$ cat src/rtl/ind_addr_pkg.sv
package ind_addr_pkg;
   localparam int MODE_W = 3;

   localparam logic [MODE_W-1:0] AM_ABS   = 3'd0;
   localparam logic [MODE_W-1:0] AM_ABS_X = 3'd1;
   localparam logic [MODE_W-1:0] AM_ABS_Y = 3'd2;
   localparam logic [MODE_W-1:0] AM_IND_X = 3'd3;
   localparam logic [MODE_W-1:0] AM_IND_Y = 3'd4;

   function automatic logic is_indirect(input logic [MODE_W-1:0] m);
      return (m == AM_IND_X) || (m == AM_IND_Y);
   endfunction

   function automatic logic uses_y(input logic [MODE_W-1:0] m);
      return (m == AM_ABS_Y) || (m == AM_IND_Y);
   endfunction
endpackage

$ cat src/rtl/zp_dual_read_ram.sv
module zp_dual_read_ram #(
   parameter int AW          = 8,
   parameter int DW          = 8,
   parameter int NRD         = 2,
   parameter bit WRITE_FIRST = 1'b0
) (
   input  logic                    clk,
   input  logic                    rd_en,
   input  logic [NRD-1:0][AW-1:0]  rd_addr,
   output logic [NRD-1:0][DW-1:0]  rd_data,
   input  logic                    wr_en,
   input  logic [AW-1:0]           wr_addr,
   input  logic [DW-1:0]           wr_data
);
   localparam int DEPTH = 1 << AW;

   if (NRD < 1) begin : g_bad_nrd
      $error("zp_dual_read_ram needs at least one read port");
   end

   logic [DW-1:0] mem [DEPTH];

   always_ff @(posedge clk) begin
      if (wr_en) mem[wr_addr] <= wr_data;
   end

   for (genvar p = 0; p < NRD; p++) begin : g_port
      if (WRITE_FIRST) begin : g_wf
         always_ff @(posedge clk) begin
            if (rd_en) begin
               if (wr_en && (wr_addr == rd_addr[p])) rd_data[p] <= wr_data;
               else                                  rd_data[p] <= mem[rd_addr[p]];
            end
         end
      end else begin : g_rf
         always_ff @(posedge clk) begin
            if (rd_en) rd_data[p] <= mem[rd_addr[p]];
         end
      end
   end
endmodule

$ cat src/rtl/ind_ptr_stage.sv
module ind_ptr_stage
   import ind_addr_pkg::*;
#(
   parameter int ADDR_W = 16,
   parameter int BYTE_W = 8
) (
   input  logic              clk,
   input  logic              rst_n,
   input  logic              adv,
   input  logic              in_valid,
   input  logic [MODE_W-1:0] in_mode,
   input  logic [ADDR_W-1:0] in_lit,
   input  logic [BYTE_W-1:0] reg_x,
   input  logic [BYTE_W-1:0] reg_y,
   output logic [BYTE_W-1:0] ptr_lo_addr,
   output logic [BYTE_W-1:0] ptr_hi_addr,
   output logic              s1_valid,
   output logic [MODE_W-1:0] s1_mode,
   output logic [ADDR_W-1:0] s1_lit,
   output logic [BYTE_W-1:0] s1_idx
);
   // read path A: X (pre-index and literal+X); read path B: Y
   logic [BYTE_W-1:0] path_a, path_b;
   logic [BYTE_W-1:0] zp_base;
   logic [BYTE_W-1:0] idx_sel;

   assign path_a = reg_x;
   assign path_b = reg_y;

   always_comb begin
      zp_base = in_lit[BYTE_W-1:0];
      if (in_mode == AM_IND_X) zp_base = in_lit[BYTE_W-1:0] + path_a;
   end

   assign ptr_lo_addr = zp_base;
   assign ptr_hi_addr = zp_base + {{(BYTE_W-1){1'b0}}, 1'b1};

   always_comb begin
      idx_sel = '0;
      if (uses_y(in_mode))          idx_sel = path_b;
      else if (in_mode == AM_ABS_X) idx_sel = path_a;
   end

   always_ff @(posedge clk or negedge rst_n) begin
      if (!rst_n) begin
         s1_valid <= 1'b0;
         s1_mode  <= AM_ABS;
         s1_lit   <= '0;
         s1_idx   <= '0;
      end else if (adv) begin
         s1_valid <= in_valid;
         s1_mode  <= in_mode;
         s1_lit   <= in_lit;
         s1_idx   <= idx_sel;
      end
   end

   assert_valid_follow_R7: assert property (@(posedge clk) disable iff (!rst_n)
      adv |=> (s1_valid == $past(in_valid)));

   assert_s1_hold_R6: assert property (@(posedge clk) disable iff (!rst_n)
      !adv |=> ($stable(s1_valid) && $stable(s1_lit) && $stable(s1_idx)));
endmodule

$ cat src/rtl/ind_ea_stage.sv
module ind_ea_stage
   import ind_addr_pkg::*;
#(
   parameter int ADDR_W = 16,
   parameter int BYTE_W = 8
) (
   input  logic              clk,
   input  logic              rst_n,
   input  logic              adv,
   input  logic              s1_valid,
   input  logic [MODE_W-1:0] s1_mode,
   input  logic [ADDR_W-1:0] s1_lit,
   input  logic [BYTE_W-1:0] s1_idx,
   input  logic [BYTE_W-1:0] ptr_lo,
   input  logic [BYTE_W-1:0] ptr_hi,
   output logic              ea_valid,
   output logic [ADDR_W-1:0] ea_addr
);
   localparam int PAD_W = ADDR_W - BYTE_W;

   logic [ADDR_W-1:0] pointer;
   logic [ADDR_W-1:0] base;
   logic [ADDR_W-1:0] ea_next;

   assign pointer = {ptr_hi, ptr_lo};
   assign base    = is_indirect(s1_mode) ? pointer : s1_lit;
   // one 16+8 adder, independent of the ALU
   assign ea_next = base + {{PAD_W{1'b0}}, s1_idx};

   always_ff @(posedge clk or negedge rst_n) begin
      if (!rst_n) begin
         ea_valid <= 1'b0;
         ea_addr  <= '0;
      end else if (adv) begin
         ea_valid <= s1_valid;
         ea_addr  <= ea_next;
      end
   end

   assert_abs_literal_R1: assert property (@(posedge clk) disable iff (!rst_n)
      (adv && s1_valid && (s1_mode == AM_ABS)) |=> (ea_addr == $past(s1_lit)));

   assert_unused_codes_R10: assert property (@(posedge clk) disable iff (!rst_n)
      (adv && s1_valid && (s1_mode > AM_IND_Y)) |=> (ea_addr == $past(s1_lit)));

   assert_preindex_direct_R4: assert property (@(posedge clk) disable iff (!rst_n)
      (adv && s1_valid && (s1_mode == AM_IND_X)) |=> (ea_addr == $past({ptr_hi, ptr_lo})));

   assert_postindex_sum_R3: assert property (@(posedge clk) disable iff (!rst_n)
      (adv && s1_valid && (s1_mode == AM_IND_Y)) |=>
      (ea_addr == $past({ptr_hi, ptr_lo}) + {{PAD_W{1'b0}}, $past(s1_idx)}));
endmodule

$ cat src/rtl/ind_addr_gen.sv
module ind_addr_gen
   import ind_addr_pkg::*;
#(
   parameter int ADDR_W      = 16,
   parameter int BYTE_W      = 8,
   parameter bit WRITE_FIRST = 1'b0
) (
   input  logic              clk,
   input  logic              rst_n,
   input  logic              stall,
   input  logic              in_valid,
   input  logic [2:0]        in_mode,
   input  logic [ADDR_W-1:0] in_lit,
   input  logic [BYTE_W-1:0] reg_x,
   input  logic [BYTE_W-1:0] reg_y,
   input  logic              zp_wr_en,
   input  logic [BYTE_W-1:0] zp_wr_addr,
   input  logic [BYTE_W-1:0] zp_wr_data,
   output logic              ea_valid,
   output logic [ADDR_W-1:0] ea_addr
);
   localparam int NPORT = 2;

   if (ADDR_W != 2 * BYTE_W) begin : g_bad_width
      $error("ind_addr_gen: ADDR_W must be twice BYTE_W to join a pointer");
   end
   if (MODE_W != 3) begin : g_bad_mode
      $error("ind_addr_gen: mode code width mismatch");
   end

   logic                           adv;
   logic [BYTE_W-1:0]              ptr_lo_addr, ptr_hi_addr;
   logic [NPORT-1:0][BYTE_W-1:0]   rd_addr;
   logic [NPORT-1:0][BYTE_W-1:0]   rd_data;
   logic                           s1_valid;
   logic [MODE_W-1:0]              s1_mode;
   logic [ADDR_W-1:0]              s1_lit;
   logic [BYTE_W-1:0]              s1_idx;

   assign adv        = !stall;
   assign rd_addr[0] = ptr_lo_addr;
   assign rd_addr[1] = ptr_hi_addr;

   ind_ptr_stage #(.ADDR_W(ADDR_W), .BYTE_W(BYTE_W)) u_s1 (
      .clk(clk), .rst_n(rst_n), .adv(adv),
      .in_valid(in_valid), .in_mode(in_mode), .in_lit(in_lit),
      .reg_x(reg_x), .reg_y(reg_y),
      .ptr_lo_addr(ptr_lo_addr), .ptr_hi_addr(ptr_hi_addr),
      .s1_valid(s1_valid), .s1_mode(s1_mode), .s1_lit(s1_lit), .s1_idx(s1_idx)
   );

   zp_dual_read_ram #(.AW(BYTE_W), .DW(BYTE_W), .NRD(NPORT), .WRITE_FIRST(WRITE_FIRST)) u_zp (
      .clk(clk), .rd_en(adv), .rd_addr(rd_addr), .rd_data(rd_data),
      .wr_en(zp_wr_en), .wr_addr(zp_wr_addr), .wr_data(zp_wr_data)
   );

   ind_ea_stage #(.ADDR_W(ADDR_W), .BYTE_W(BYTE_W)) u_s2 (
      .clk(clk), .rst_n(rst_n), .adv(adv),
      .s1_valid(s1_valid), .s1_mode(s1_mode), .s1_lit(s1_lit), .s1_idx(s1_idx),
      .ptr_lo(rd_data[0]), .ptr_hi(rd_data[1]),
      .ea_valid(ea_valid), .ea_addr(ea_addr)
   );

   assert_stall_freeze_R6: assert property (@(posedge clk) disable iff (!rst_n)
      stall |=> ($stable(ea_addr) && $stable(ea_valid)));

   assert_reset_clear_R8: assert property (@(posedge clk)
      !rst_n |-> (!ea_valid && (ea_addr == '0)));
endmodule

$ cat config.mk
export PLATFORM = sky130hd
export DESIGN_NAME = ind_addr_gen
export DESIGN_NICKNAME = d
export VERILOG_FILES = /design/src/rtl/ind_addr_pkg.sv /design/src/rtl/zp_dual_read_ram.sv /design/src/rtl/ind_ptr_stage.sv /design/src/rtl/ind_ea_stage.sv /design/src/rtl/ind_addr_gen.sv
export SDC_FILE = /design/constraint.sdc
export NUM_CORES = 2
export LEC_CHECK = 0
export BUFFER_PORTS_ARGS = -buffer_cell sky130_fd_sc_hd__buf_2
export CAP_MARGIN = 15
export CORE_MARGIN = 2
export CORE_UTILIZATION = 40
export DETAILED_ROUTE_END_ITERATION = 7
export PLACE_DENSITY = 0.6
export SLEW_MARGIN = 20
export SYNTH_ARGS = -nofsm -noshare
export SYNTH_HDL_FRONTEND = slang
export SYNTH_HIERARCHICAL = 1
export SYNTH_SLANG_ARGS = --single-unit
$ cat constraint.sdc
create_clock -name clk -period 3.2 [get_ports clk]
set_clock_uncertainty 0.1 [all_clocks]
set_input_delay 0.48 -clock clk [delete_from_list [all_inputs] [get_ports clk]]
set_output_delay 0.48 -clock clk [all_outputs]
set_load 0.02 [all_outputs]
==> impl_results.md <==
- Status: finished, violations left
- Violated checks: setup timing
- DIE AREA: 0.2549 mm2
- Detail Route Antenna Nets: 0
- Sequential fraction of the synthesis area: 0.6289
- Via Count: 62247
- Syn avg cell area: 19.39 um2
- IO Count: 73
- Congestion Overflow GR: 0
- Largest net degree at the start of global routing: 149
- Nets: 6438
- Final WL: 341.4 mm
- CP Capture Type: register
- Yosys top cell by area: edfxtp_1
- Critical path startpoint category: input pin
- Leak: 41.63 nW
- DP HPWL: 234.1 mm
- WL met3: 40.40 mm
- Synth warn: 6
- Minimum clock period: 3.508 ns
- Fraction of registers with async set/reset: 0.02134
- Worst Path Required: 3.80 ns
- Design area: 0.1245 mm2
- Non-filler cells, final: 9885
- RSZ-0062 raised after global routing: true
- Starting DRT DRC Count: 8795
- Area growth syn-to-layout: 24.07%
- Share of layout cells above drive strength 1: 0.4673
- Commonest register cell after synthesis: edfxtp_1
- Fin crit share: 1.096
- Worst VDD drop: 0.0005953 V
- Die width: 504.8 um
- Clock Path Buffers: 3
- TritonCTS Sinks: 2109
- CTS Buf Count: 223
- DRC: 0
- Post-synthesis cell type count: 84
- Via density: 6.297
- Synth Instances: 5174
- Dpl cell area: 0.1126 mm2
- Clk_lat worst skew: 0.90 ns
- Setup Slack @ Placement: -1.663 ns
- # rows: 183
- Top cells by area, synth: edfxtp_1 (62%), mux4_2 (24%), mux2i_1 (2.4%), nor2_1 (1.2%), dfrtp_1 (1.1%)
- DRT Pass-1 Iters: 6
- Synth Register Bits: 2109
- Core area: 0.2491 mm2
- Fill cells: 20206
- Final Max Slew Viols: 0
- Root buf cell: clkbuf_16
- H-tree depth: 4
- Final setup fails: 16
- PwrDens: 567.4 mW/mm2
- Starting Density: 0.4028
- Max layer used: met5
- DP Cell Count: 9290
- Die Ht: 504.8 um
- Routed len/inst: 34.54 um
- Commonest non-fill, non-tap cell in the layout: edfxtp_1
- Final WS setup: -0.3084 ns
- Worst slew pin tran: 1.136 ns
- Final hold slack: 0.03075 ns
- Synth top area share: 0.6177
- R2r worst-path depth: 12
- Critical path class: in2reg
- Slew headroom: 0.2424
- Worst hold-check path type: in2async
- WL met1: 130.7 mm
- Final Hold Fails: 0
- Clk pin slew, worst setup/hold paths: 0.07 ns
- Mapped Area: 0.1003 mm2
- Total GRT Usage: 0.2637
- Worst path arrival time: 4.10 ns
- Post-synth EDFFs: 2064
- Port bufs: 72
- Commonest cells after routing, fill and taps aside: edfxtp_1 (2064), mux4_2 (1051), buf_4 (988)
- First-pass GRT wire length: 477.0 mm
- Antenna violations before repair: 19
- Routed wl met2: 156.6 mm
- Max Cap Viol: 0
- Fmax achieved: 285.0 MHz
- Syn Nets: 5251
- Vias in the first global route: 62306
- CP Max Fanout: 8
- GP Congestion: 0.9729
- TritonCTS clock tree: yes
## registers in the layout (all words and copies together), names as in the netlist
| name | count |
|---|---|
| u_zp/rd_data | 16 |
| u_s2/ea_valid | 1 |
| u_s1/s1_valid | 1 |
| u_s1/s1_mode | 3 |
| u_s1/s1_idx | 8 |
| u_s1/s1_lit | 16 |
| u_s2/ea_addr | 16 |
| u_zp/mem | 2048 |
## through the flow
step	total power [mW]	util	setup TNS (ns)
4_1_cts	70.16	0.4928	-0.9954
2_1_floorplan	37.43	-	-3.191
5_1_grt	72.42	0.4997	-2.601
3_5_place_dp	42.97	0.4522	-22.59
3_3_place_gp	42.91	0.4521	-22.75
6_report	70.64	0.4997	-2.549
## report_power, final
part           internal [mW]  switching (mW)
clock network           15.0            11.4
logic                   6.18            7.26
registers               30.6           0.196
## final timing paths
check / start / endpoint / slack (ns)
setup / recovery: reg_x[0] / u_zp/rd_data[14] / -0.31
hold / removal: rst_n / u_s2/ea_addr[4] / 0.03
setup reg to reg: u_s1/s1_mode[2] / u_s2/ea_addr[14] / 0.13
hold reg to reg: u_s1/s1_valid / u_s2/ea_valid / 0.40
max in group asynchronous: rst_n / u_s1/s1_lit[12] / 2.54
min in group clk: zp_wr_data[5] / u_zp/mem[26][5] / 0.06
## cell type report
cell class | count | area, um2 | share of cell area
well taps | 3330 | 4167 | 0.03347
flip-flops and latches | 2109 | 63110 | 0.5069
inverters | 24 | 127.6 | 0.001025
repair buffers | 1370 | 13360 | 0.1073
multi-input cells | 2633 | 36290 | 0.2915
clock buffers | 265 | 5759 | 0.04626
clock inverters | 149 | 1672 | 0.01343
diodes | 5 | 12.51 | 0.0001005
## metal layers
layer  vias to the layer above  track usage
met3                       658      0.07490
met2                      3799       0.4039
met1                     33095       0.3608
met4                         6      0.09394
met5                         -            0
li1                      24689            -
## synth_stat cells (29+ instances only)
master,n
a211oi_1,30
a21oi_1,100
a221oi_1,32
a22oi_1,70
buf_2,106
buf_4,44
buf_6,45
buf_8,35
clkbuf_1,145
dfrtp_1,45
edfxtp_1,2064
mux2_2,74
mux2i_1,237
mux4_2,1051
nand2_1,133
nand3_1,62
nor2_1,327
nor2b_1,29
o21ai_0,48
o221ai_1,71
o22ai_1,49
## kinds of logic (layout without fill, tap and decap cells)
| group | after synthesis | after routing | share of synthesized area |
|---|---|---|---|
| xor gates and xnor gates | 19 | 19 | 0.001658 |
| DFF | 2109 | 2109 | 0.6289 |
| AOI/OAI and AO/OA | 545 | 545 | 0.03963 |
| muxes | 1362 | 1362 | 0.2679 |
| buffers and inverters | 432 | 1808 | 0.02772 |
| other | 0 | 5 | 0 |
| and+or+nand+nor | 686 | 686 | 0.03145 |
| adders and majority gates | 21 | 21 | 0.002768 |
## critical path, cell delays in order
cell and delay [ns]:
buf_8 0.10, ha_4 0.16, fa_2 0.56, nand2_2 0.07, nand2_4 0.09, ha_4 0.15
buf_12 0.10, xor2_4 0.19, buf_4 0.15, nand2_1 0.10, buf_4 0.18, buf_4 0.17
o221ai_4 0.23, o21ai_2 0.11, a211oi_4 0.72, nor4_4 0.21, nor4_2 0.33
## repair_timing
action	4_1_cts	5_1_grt
endpoints found under the setup margin	17	23
hold endpoints to repair	102	0
gates resized for setup	268	212
pin swaps	62	83
gates cloned	12	6
hold buffers	44	0
setup buffers	68	63
No activity file was read; power rests on OpenSTA's default activity.
